[src/rtl/lsc_pkg.sv]
package lsc_pkg;
    localparam int PIX_W = 8;

    typedef enum logic [1:0] {
        MODE_INSIDE  = 2'd0,
        MODE_OUTSIDE = 2'd1,
        MODE_SLOPE   = 2'd2,
        MODE_TRACK   = 2'd3
    } filt_mode_e;

    typedef struct packed {
        logic [PIX_W-1:0] bg;
        logic [PIX_W-1:0] lo;
        logic [PIX_W-1:0] hi;
        logic [PIX_W-1:0] slope_thr;
        logic [PIX_W-1:0] tol;
        logic [PIX_W-1:0] hyst;
    } filt_cfg_t;

    function automatic logic [PIX_W-1:0] abs_diff(input logic [PIX_W-1:0] a,
                                                  input logic [PIX_W-1:0] b);
        return (a > b) ? (a - b) : (b - a);
    endfunction
endpackage

[src/rtl/lsc_cfg_regs.sv]
module lsc_cfg_regs
    import lsc_pkg::*;
#(
    parameter int SLOTS = 8,
    localparam int IDX_W = $clog2(SLOTS)
) (
    input  logic             clk,
    input  logic             rst,
    input  logic             we,
    input  logic [IDX_W-1:0] idx,
    input  logic [PIX_W-1:0] wdata,
    output filt_cfg_t        cfg
);
    always_ff @(posedge clk) begin
        if (rst) begin
            cfg <= '0;
        end else if (we) begin
            case (idx)
                IDX_W'(0): cfg.bg        <= wdata;
                IDX_W'(1): cfg.lo        <= wdata;
                IDX_W'(2): cfg.hi        <= wdata;
                IDX_W'(3): cfg.slope_thr <= wdata;
                IDX_W'(4): cfg.tol       <= wdata;
                IDX_W'(5): cfg.hyst      <= wdata;
                default: ;
            endcase
        end
    end
endmodule

[src/rtl/lsc_drift_tracker.sv]
module lsc_drift_tracker
    import lsc_pkg::*;
#(
    localparam int CNT_W = PIX_W + 2
) (
    input  logic                    clk,
    input  logic                    rst,
    input  logic                    init,
    input  logic                    step,
    input  logic [PIX_W-1:0]        pix,
    input  logic [PIX_W-1:0]        hyst,
    output logic [PIX_W-1:0]        ref_lvl,
    output logic signed [CNT_W-1:0] cnt
);
    localparam logic [PIX_W-1:0] PIX_MAX = {PIX_W{1'b1}};

    logic signed [CNT_W-1:0] cnt_nx;
    logic signed [CNT_W-1:0] w_pos;

    always_comb begin
        w_pos  = $signed({2'b00, hyst});
        cnt_nx = (pix > ref_lvl) ? cnt + CNT_W'(1) : cnt - CNT_W'(1);
    end

    always_ff @(posedge clk) begin
        if (rst) begin
            ref_lvl <= '0;
            cnt     <= '0;
        end else if (init) begin
            ref_lvl <= pix;
            cnt     <= '0;
        end else if (step) begin
            if (hyst != '0 && cnt_nx == w_pos) begin
                cnt <= '0;
                if (ref_lvl != PIX_MAX) ref_lvl <= ref_lvl + 1'b1;
            end else if (hyst != '0 && cnt_nx == -w_pos) begin
                cnt <= '0;
                if (ref_lvl != '0) ref_lvl <= ref_lvl - 1'b1;
            end else begin
                cnt <= cnt_nx;
            end
        end
    end
endmodule

[src/rtl/lsc_classifier.sv]
module lsc_classifier
    import lsc_pkg::*;
(
    input  filt_mode_e       mode,
    input  filt_cfg_t        cfg,
    input  logic [PIX_W-1:0] pix,
    input  logic [PIX_W-1:0] prev,
    input  logic [PIX_W-1:0] ref_lvl,
    output logic [PIX_W-1:0] result
);
    logic in_win, slope_bg, band_bg, is_bg;
    logic signed [PIX_W+1:0] p_s, lo_s, hi_s;

    always_comb begin
        in_win   = (pix > cfg.lo) && (pix < cfg.hi);
        slope_bg = abs_diff(pix, prev) <= cfg.slope_thr;
        p_s      = $signed({2'b00, pix});
        lo_s     = $signed({2'b00, ref_lvl}) - $signed({2'b00, cfg.tol});
        hi_s     = $signed({2'b00, ref_lvl}) + $signed({2'b00, cfg.tol});
        band_bg  = (p_s > lo_s) && (p_s < hi_s);
        case (mode)
            MODE_INSIDE:  is_bg = in_win;
            MODE_OUTSIDE: is_bg = !in_win;
            MODE_SLOPE:   is_bg = slope_bg;
            default:      is_bg = band_bg;
        endcase
        result = is_bg ? cfg.bg : pix;
    end
endmodule

[src/rtl/lsc_bg_filter.sv]
module lsc_bg_filter
    import lsc_pkg::*;
(
    input  logic       clk,
    input  logic       rst,
    input  logic       pix_valid,
    input  logic       line_valid,
    input  logic [7:0] pix_in,
    input  logic       cap_en,
    input  logic [1:0] mode,
    input  logic       cfg_we,
    input  logic [2:0] cfg_idx,
    input  logic [7:0] cfg_data,
    output logic       out_valid,
    output logic [7:0] out_pix
);
    filt_cfg_t               cfg;
    logic                    accept, capture, line_first, first_pix;
    logic [PIX_W-1:0]        prev_pix, prev_eff, ref_lvl, ref_eff, result;
    logic signed [PIX_W+1:0] trk_cnt;

    assign accept    = pix_valid && line_valid;
    assign capture   = accept && cap_en;
    assign first_pix = accept && line_first;
    assign prev_eff  = line_first ? pix_in : prev_pix;
    assign ref_eff   = line_first ? pix_in : ref_lvl;

    lsc_cfg_regs #(.SLOTS(8)) u_cfg (
        .clk(clk), .rst(rst), .we(cfg_we), .idx(cfg_idx),
        .wdata(cfg_data), .cfg(cfg)
    );

    lsc_drift_tracker u_trk (
        .clk(clk), .rst(rst), .init(first_pix),
        .step(capture && !line_first), .pix(pix_in), .hyst(cfg.hyst),
        .ref_lvl(ref_lvl), .cnt(trk_cnt)
    );

    lsc_classifier u_cls (
        .mode(filt_mode_e'(mode)), .cfg(cfg), .pix(pix_in),
        .prev(prev_eff), .ref_lvl(ref_eff), .result(result)
    );

    always_ff @(posedge clk) begin
        if (rst) begin
            line_first <= 1'b1;
            prev_pix   <= '0;
            out_valid  <= 1'b0;
            out_pix    <= '0;
        end else begin
            if (!line_valid)  line_first <= 1'b1;
            else if (accept)  line_first <= 1'b0;
            if (capture)      prev_pix   <= pix_in;
            out_valid <= capture;
            if (capture)      out_pix    <= result;
        end
    end
endmodule

[config.mk]
export PLATFORM = sky130hd
export DESIGN_NAME = lsc_bg_filter
export DESIGN_NICKNAME = d
export VERILOG_FILES = /design/src/rtl/lsc_pkg.sv /design/src/rtl/lsc_cfg_regs.sv /design/src/rtl/lsc_drift_tracker.sv /design/src/rtl/lsc_classifier.sv /design/src/rtl/lsc_bg_filter.sv
export SDC_FILE = /design/constraint.sdc
export NUM_CORES = 1
export LEC_CHECK = 0
export BUFFER_PORTS_ARGS = -buffer_cell sky130_fd_sc_hd__buf_2
export CORE_ASPECT_RATIO = 0.9
export CORE_MARGIN = 3
export CORE_UTILIZATION = 40
export DETAILED_ROUTE_END_ITERATION = 8
export PLACE_DENSITY = 0.64
export SYNTH_ARGS = -nofsm -noshare
export SYNTH_HDL_FRONTEND = slang
export SYNTH_SLANG_ARGS = --single-unit
[constraint.sdc]
create_clock -name clk -period 9.1 [get_ports clk]
set_input_delay 2.275 -clock clk [delete_from_list [all_inputs] [get_ports clk]]
set_output_delay 2.275 -clock clk [all_outputs]
set_load 0.03 [all_outputs]
# Word-level counts from Yosys, hierarchy flattened
# Cells that the tools add are included.
word_totals:
  reg_bits: 84
  inputBits: 27
  output_inout_bits: 9
  wordCells: 80
op_classes:
  addsub: 9
  n_lt_le_gt_ge: 7
  n_eq_ne: 11
  mux: 14
  bitwise_logic: 1
  n_reduce_logical: 26
op_table:
  columns: ["cell", "count"]
  rows:
  - ["8-bit two-way mux", 10]
  - ["10-bit two-way mux", 3]
  - ["8-bit greater-than comparator", 3]
  - ["8-bit nonzero test", 2]
  - ["8-bit subtractor", 2]
  - ["2-bit AND reduction", 6]
  - ["10-bit by 2-bit adder with 10-bit output (second input constant)", 1]
  - ["10-bit equality test", 1]
  - ["10-bit by 9-bit equality test with 1-bit output", 1]
  - ["9-bit by 10-bit greater-than comparator with 1-bit output", 1]
  - ["9-bit by 10-bit less-than comparator with 1-bit output", 1]
  - ["8-bit negation with 10-bit output", 1]
  - ["10-bit by 2-bit subtractor with 10-bit output (second input constant)", 1]
  - ["8-bit by 8-bit adder with 9-bit output", 1]
  - ["8-bit by 8-bit subtractor with 9-bit output", 1]
  - ["8-bit by 1-bit adder with 8-bit output (second input constant)", 1]
  - ["8-bit <= comparator", 1]
  - ["1-bit logical AND", 8]
  - ["8-bit less-than comparator", 1]
  - ["8-bit inequality test (second input constant)", 1]
  - ["8-bit by 1-bit subtractor with 8-bit output (second input constant)", 1]
  - ["3-bit by 2-bit equality test with 1-bit output (second input constant)", 2]
  - ["3-bit equality test (second input constant)", 2]
  - ["3-bit nonzero test", 2]
  - ["12 further kinds", 14]

# Logic depth before layout (Yosys ltp)
depth:
  depth_word: 8
  ltp_mapped: 27
  mapped_depth_nobuf: 25

# Modules after synthesis
# Synthesis repeated with hierarchy kept, for this count alone.
hier_totals:
  cells_unflattened: 814
  area_unflattened_um2: 7111.8
by_module_without_submodules:
  columns: ["mod", "n_inst", "cells_per_inst", "area_per_inst_um2", "seq_area_each_um2"]
  rows:
  - ["lsc_classifier", 1, 296, 2277.2, 0.0]
  - ["lsc_cfg_regs", 1, 172, 1934.4, 960.9]
  - ["lsc_drift_tracker", 1, 225, 1913.1, 360.3]
  - ["lsc_bg_filter", 1, 121, 987.2, 360.3]

# Worst setup path after synthesis
# No wires, ideal clock.
synth_path:
  kind: "in2reg"
  from: "input pix_in[1]"
  to: "register u_trk.ref_lvl[7]"
  setup_ns: 0.091
  t_arrival_ns: 7.631
  t_required_ns: 9.009
  slack_ns: 1.378
  path_stages: 23
  path_buffers: 1
  path_cell_list: "ha_1 nor2b_1 o211ai_1 a21oi_1 o32a_1 inv_1 ha_1 buf_2 a21o_1 a21oi_2 xnor3_1 or3_1 or4_1 or4_1 ha_1 a21o_1 a21oi_1 o21bai_1 a21oi_1 o21ai_0 xnor2_1 or3_1 a311oi_1"
synth_via:
  elab_chain_cells: 7
  word_cells_on_any_way: 13
  classes_between: "order compare (1); eq/ne (3); mux (4); reduce/logical (5)"
synth_rtl:
  columns: ["element", "line_no", "rtl"]
  rows:
  - ["start, declared", "lsc_bg_filter.sv:8", "input logic [7:0] pix_in,"]
  - ["8-bit greater-than comparator *", "lsc_drift_tracker.sv:22", "cnt_nx = (pix > ref_lvl) ? cnt + CNT_W'(1) : cnt - CNT_W'(1);"]
  - ["10-bit two-way mux *", "lsc_drift_tracker.sv:22", null]
  - ["10-bit by 9-bit equality test with 1-bit output", "lsc_drift_tracker.sv:33", "if (hyst != '0 && cnt_nx == w_pos) begin"]
  - ["1-bit logical AND", "lsc_drift_tracker.sv:33", null]
  - ["8-bit two-way mux", "lsc_drift_tracker.sv:33", null]
  - ["8-bit two-way mux", "lsc_drift_tracker.sv:32", "end else if (step) begin"]
  - ["8-bit two-way mux", "lsc_drift_tracker.sv:29", "end else if (init) begin"]
  - ["end signal, assigned", "lsc_drift_tracker.sv:30", "ref_lvl <= pix;"]
  - ["end signal, assigned", "lsc_drift_tracker.sv:35", "if (ref_lvl != PIX_MAX) ref_lvl <= ref_lvl + 1'b1;"]
  - ["end signal, assigned", "lsc_drift_tracker.sv:38", "if (ref_lvl != '0) ref_lvl <= ref_lvl - 1'b1;"]
  - ["end, declared", "lsc_drift_tracker.sv:12", "output logic [PIX_W-1:0] ref_lvl,"]
# Mark *: on every way between the ends. The rest lies on a longest branch, timed or not. The select of a mux whose other input is x is not followed.
# A chain may end at the register's enable or synchronous reset.

# Final worst setup path
layout_path:
  from: "input pix_in[0]"
  to: "register u_trk.ref_lvl[7]"
# Same word-level chain as after synthesis.

==> impl_metrics.yaml <==
die:
  placementRows: 44
  die_width_um: 143
  core_area_sq_um: 16400
  fp.dieH_um: 129
  dieArea_sq_um: 18500
  ios: 36
  start_util_pct: 41.4
yosys:
  ys_types: 58
  synth_edf_count: 0
  syn-cell-area_sq_um: 6760
  syn-num-nets: 994
  synth_ff_type: "dfxtp_1"
  synth_top_area_cell: "dfxtp_1"
  ys_seq_area_share_pct: 24.9
  ys_seq_elements: 84
  yosys.area.top_type_share_pct: 24.9
  synth_area_per_cell_sq_um: 7.80
  synthArstFlopShare_pct: 0
  ys_top_cells_by_area: "dfxtp_1 (25%), ha_1 (17%), a21oi_1 (7.6%), nand2_1 (7.4%), inv_1 (4.7%)"
  synthCells: 867
  yosysWarningCount: 0
final_layout:
  finish.instance_area_sq_um: 7380
  layout_common_cells: "nand2_1 (133), a21oi_1 (103), ha_1 (94)"
  layout_commonest_cell: "nand2_1"
  antenna_cells: 0
  syn_to_final_growth_pct: 9.18
  final_nets: 1012
  drive_gt1_share_pct: 6.97
  fill_cells: 1633
global_route:
  antenna_found_initial: 0
  grt.total_usage_pct: 19.9
  grt_pass1_wl_mm: 29.0
  globalRouteOverflowTotal: 0
  first_global_vias: 5551
  grt_max_degree: 78
placed_design:
  portBuffers: 35
  place.gp.congestion: 0.862
  dp_worst_setup_slack_ps: 697
  dp_hpwl_mm: 13.4
  dpl_cell_area_sq_um: 7110
sta:
  hold_viol_final: 0
  rsz0062_at_grt: "no"
  setup_viol_count_final: 0
  fin_skew_ps: 11.4
  layout_setup_ws_ps: 1020
  slew_headroom_pct: 34.1
  post-route-min-period_ps: 8080
  drv_slew: 0
  fin_crit_sh_pct: 88.7
  timing.hold.ws_ps: 455
  tns_ps: 0
  max_slew.worst_pin.slew_ps: 980
  fmax_mhz: 124
routing:
  drtPass1Iterations: 5
  ant_nets: 0
  wl_per_cell_um: 16.3
  vias_per_cell: 5.36
  drtIter0Drc: 368
  drc: 0
  routed_wl_mm: 17.8
  num_vias: 5874
power_and_ir_drop:
  power_frac_clock_pct: 33.2
  power.density_nw_per_um2: 143
  ir_worst_vdd_v: 0.000112
  power.total_w: 0.00106
  power.internal_w: 0.000697
  p_seq_share_pct: 36.8
  power.leakage_nw: 3.11
  p_sw_w: 0.000359
  swShare_pct: 34.0
  p_comb_share_pct: 30.1
cts:
  clk_pin_slew_worst_paths_ps: 60
  cts_resized: 0
  clock-root-buffer: "clkbuf_16"
  post_cts_buffers: 0
  htree_num_levels: 3
  clkLatencyLatePin_ps: 360
  cts_made_buffers: 9
  clockBufferDepth: 2
  cts_hold_buffers: 0
  clock-sinks: 84
  tritoncts: "yes"
critical_path:
  setup.worst_path.class: "primary input to flop"
  critPathMaxFanout: 10
  critical_path.endpoint_type: "flop"
  cp.required_ps: 9360
  crit_arrival_ps: 8330
  start_kind: "primary input"
hold_path:
  hold_path_class: "flop to flop"
status:
  status: "complete, no violations"
flow_run:
  max-cap-violations: 0
## stage by stage
| step | cells | utilization, % |
|---|---|---|
| 6_report | 1096 | 45.2 |
| 3_3_place_gp | 1081 | 43.5 |
| 2_1_floorplan | 867 | - |
| 4_1_cts | 1096 | 45.2 |
| 5_1_grt | 1096 | 45.2 |
| 3_5_place_dp | 1081 | 43.5 |
## kinds of logic (layout without fill, tap and decap cells)
| kind of cell | count (synthesis) | count (layout) | synth area share, % |
|---|---|---|---|
| adders and majority gates | 100 | 100 | 19.2 |
| xor gates and xnor gates | 44 | 44 | 6.51 |
| buffers and inverters | 119 | 141 | 6.66 |
| and+or+nand+nor | 265 | 265 | 17.8 |
| AOI/OAI and AO/OA | 234 | 234 | 21.9 |
| muxes | 21 | 21 | 3.15 |
| DFF | 84 | 84 | 24.9 |
## state kept, by name, summed over array words and instances (netlist names)
name and cells:
u_cfg.cfg 48, prev_pix 8, u_trk.cnt 10, out_valid 1
u_trk.ref_lvl 8, out_pix 8, line_first 1
## final cells by class
type / instances / area, sq um / area share [%]
Multi-Input combinational cell: 664 / 4630 / 62.7
Sequential cell: 84 / 1680 / 22.8
Clock inverter: 6 / 47.5 / 0.644
Timing Repair Buffer: 41 / 220 / 2.98
Tap cell: 207 / 259 / 3.51
Inverter: 85 / 319 / 4.32
Clock buffer: 9 / 225 / 3.05
## critical path, stage by stage
cell and delay, ps:
buf_2 220, inv_1 160, ha_1 230, nor2b_1 120, o211ai_1 110, a21oi_1 140, o32a_1 240, inv_1 210
fa_1 500, a21o_1 240, a21oi_2 180, xnor3_1 220, or3_1 390, or4_1 490, or4_1 710, ha_1 360
a21o_1 170, a21oi_1 220, o21bai_1 90, a21oi_1 210, o21ai_0 140, xnor2_1 150, or3_1 310, a311oi_1 230
## synthesized netlist by cell type (4+ instances only)
| library cell | count |
|---|---|
| a211oi_1 | 18 |
| a21o_1 | 20 |
| a21oi_1 | 103 |
| a22oi_1 | 7 |
| a311oi_1 | 4 |
| and2_1 | 4 |
| and3_1 | 5 |
| buf_1 | 6 |
| clkbuf_1 | 25 |
| dfxtp_1 | 84 |
| fa_1 | 6 |
| ha_1 | 94 |
| inv_1 | 85 |
| mux2i_1 | 19 |
| nand2_1 | 133 |
| nand2b_1 | 13 |
| nand3_1 | 8 |
| nand4_1 | 13 |
| nor2_1 | 51 |
| nor2b_1 | 9 |
| nor3_1 | 8 |
| o211ai_1 | 8 |
| o21a_1 | 17 |
| o21ai_0 | 27 |
| o21bai_1 | 6 |
| or4_1 | 5 |
| xnor2_1 | 25 |
| xnor3_1 | 4 |
| xor2_1 | 15 |
## per-layer routing
layer	up-vias	track usage [%]	wire, um
li1	3055	-	-
met1	2709	29.2	9140
met2	94	30.3	7810
met3	16	3.39	646
met4	0	4.97	238
met5	-	0	0
## final timing paths
check | from | to | slack [ps] | depth (start not counted)
hold reg to reg | u_cfg.cfg[34] | u_cfg.cfg[34] | 450 | 2
setup reg to reg | u_trk.ref_lvl[1] | u_trk.ref_lvl[7] | 2560 | 23
setup / recovery | pix_in[0] | u_trk.ref_lvl[7] | 1020 | 24
hold / removal | u_cfg.cfg[34] | u_cfg.cfg[34] | 450 | 2
## power by group through the flow
stage | logic (W) | clock network (W) | registers, W
6_report | 0.000317 | 0.000350 | 0.000388
3_3_place_gp | 0.000312 | 0 | 0.000396
4_1_cts | 0.000316 | 0.000358 | 0.000388
5_1_grt | 0.000357 | 0.000375 | 0.000390
3_5_place_dp | 0.000314 | 0 | 0.000396
2_1_floorplan | 0.000230 | 0 | 0.000396
Note: power is estimated with default switching activity, not from simulation.
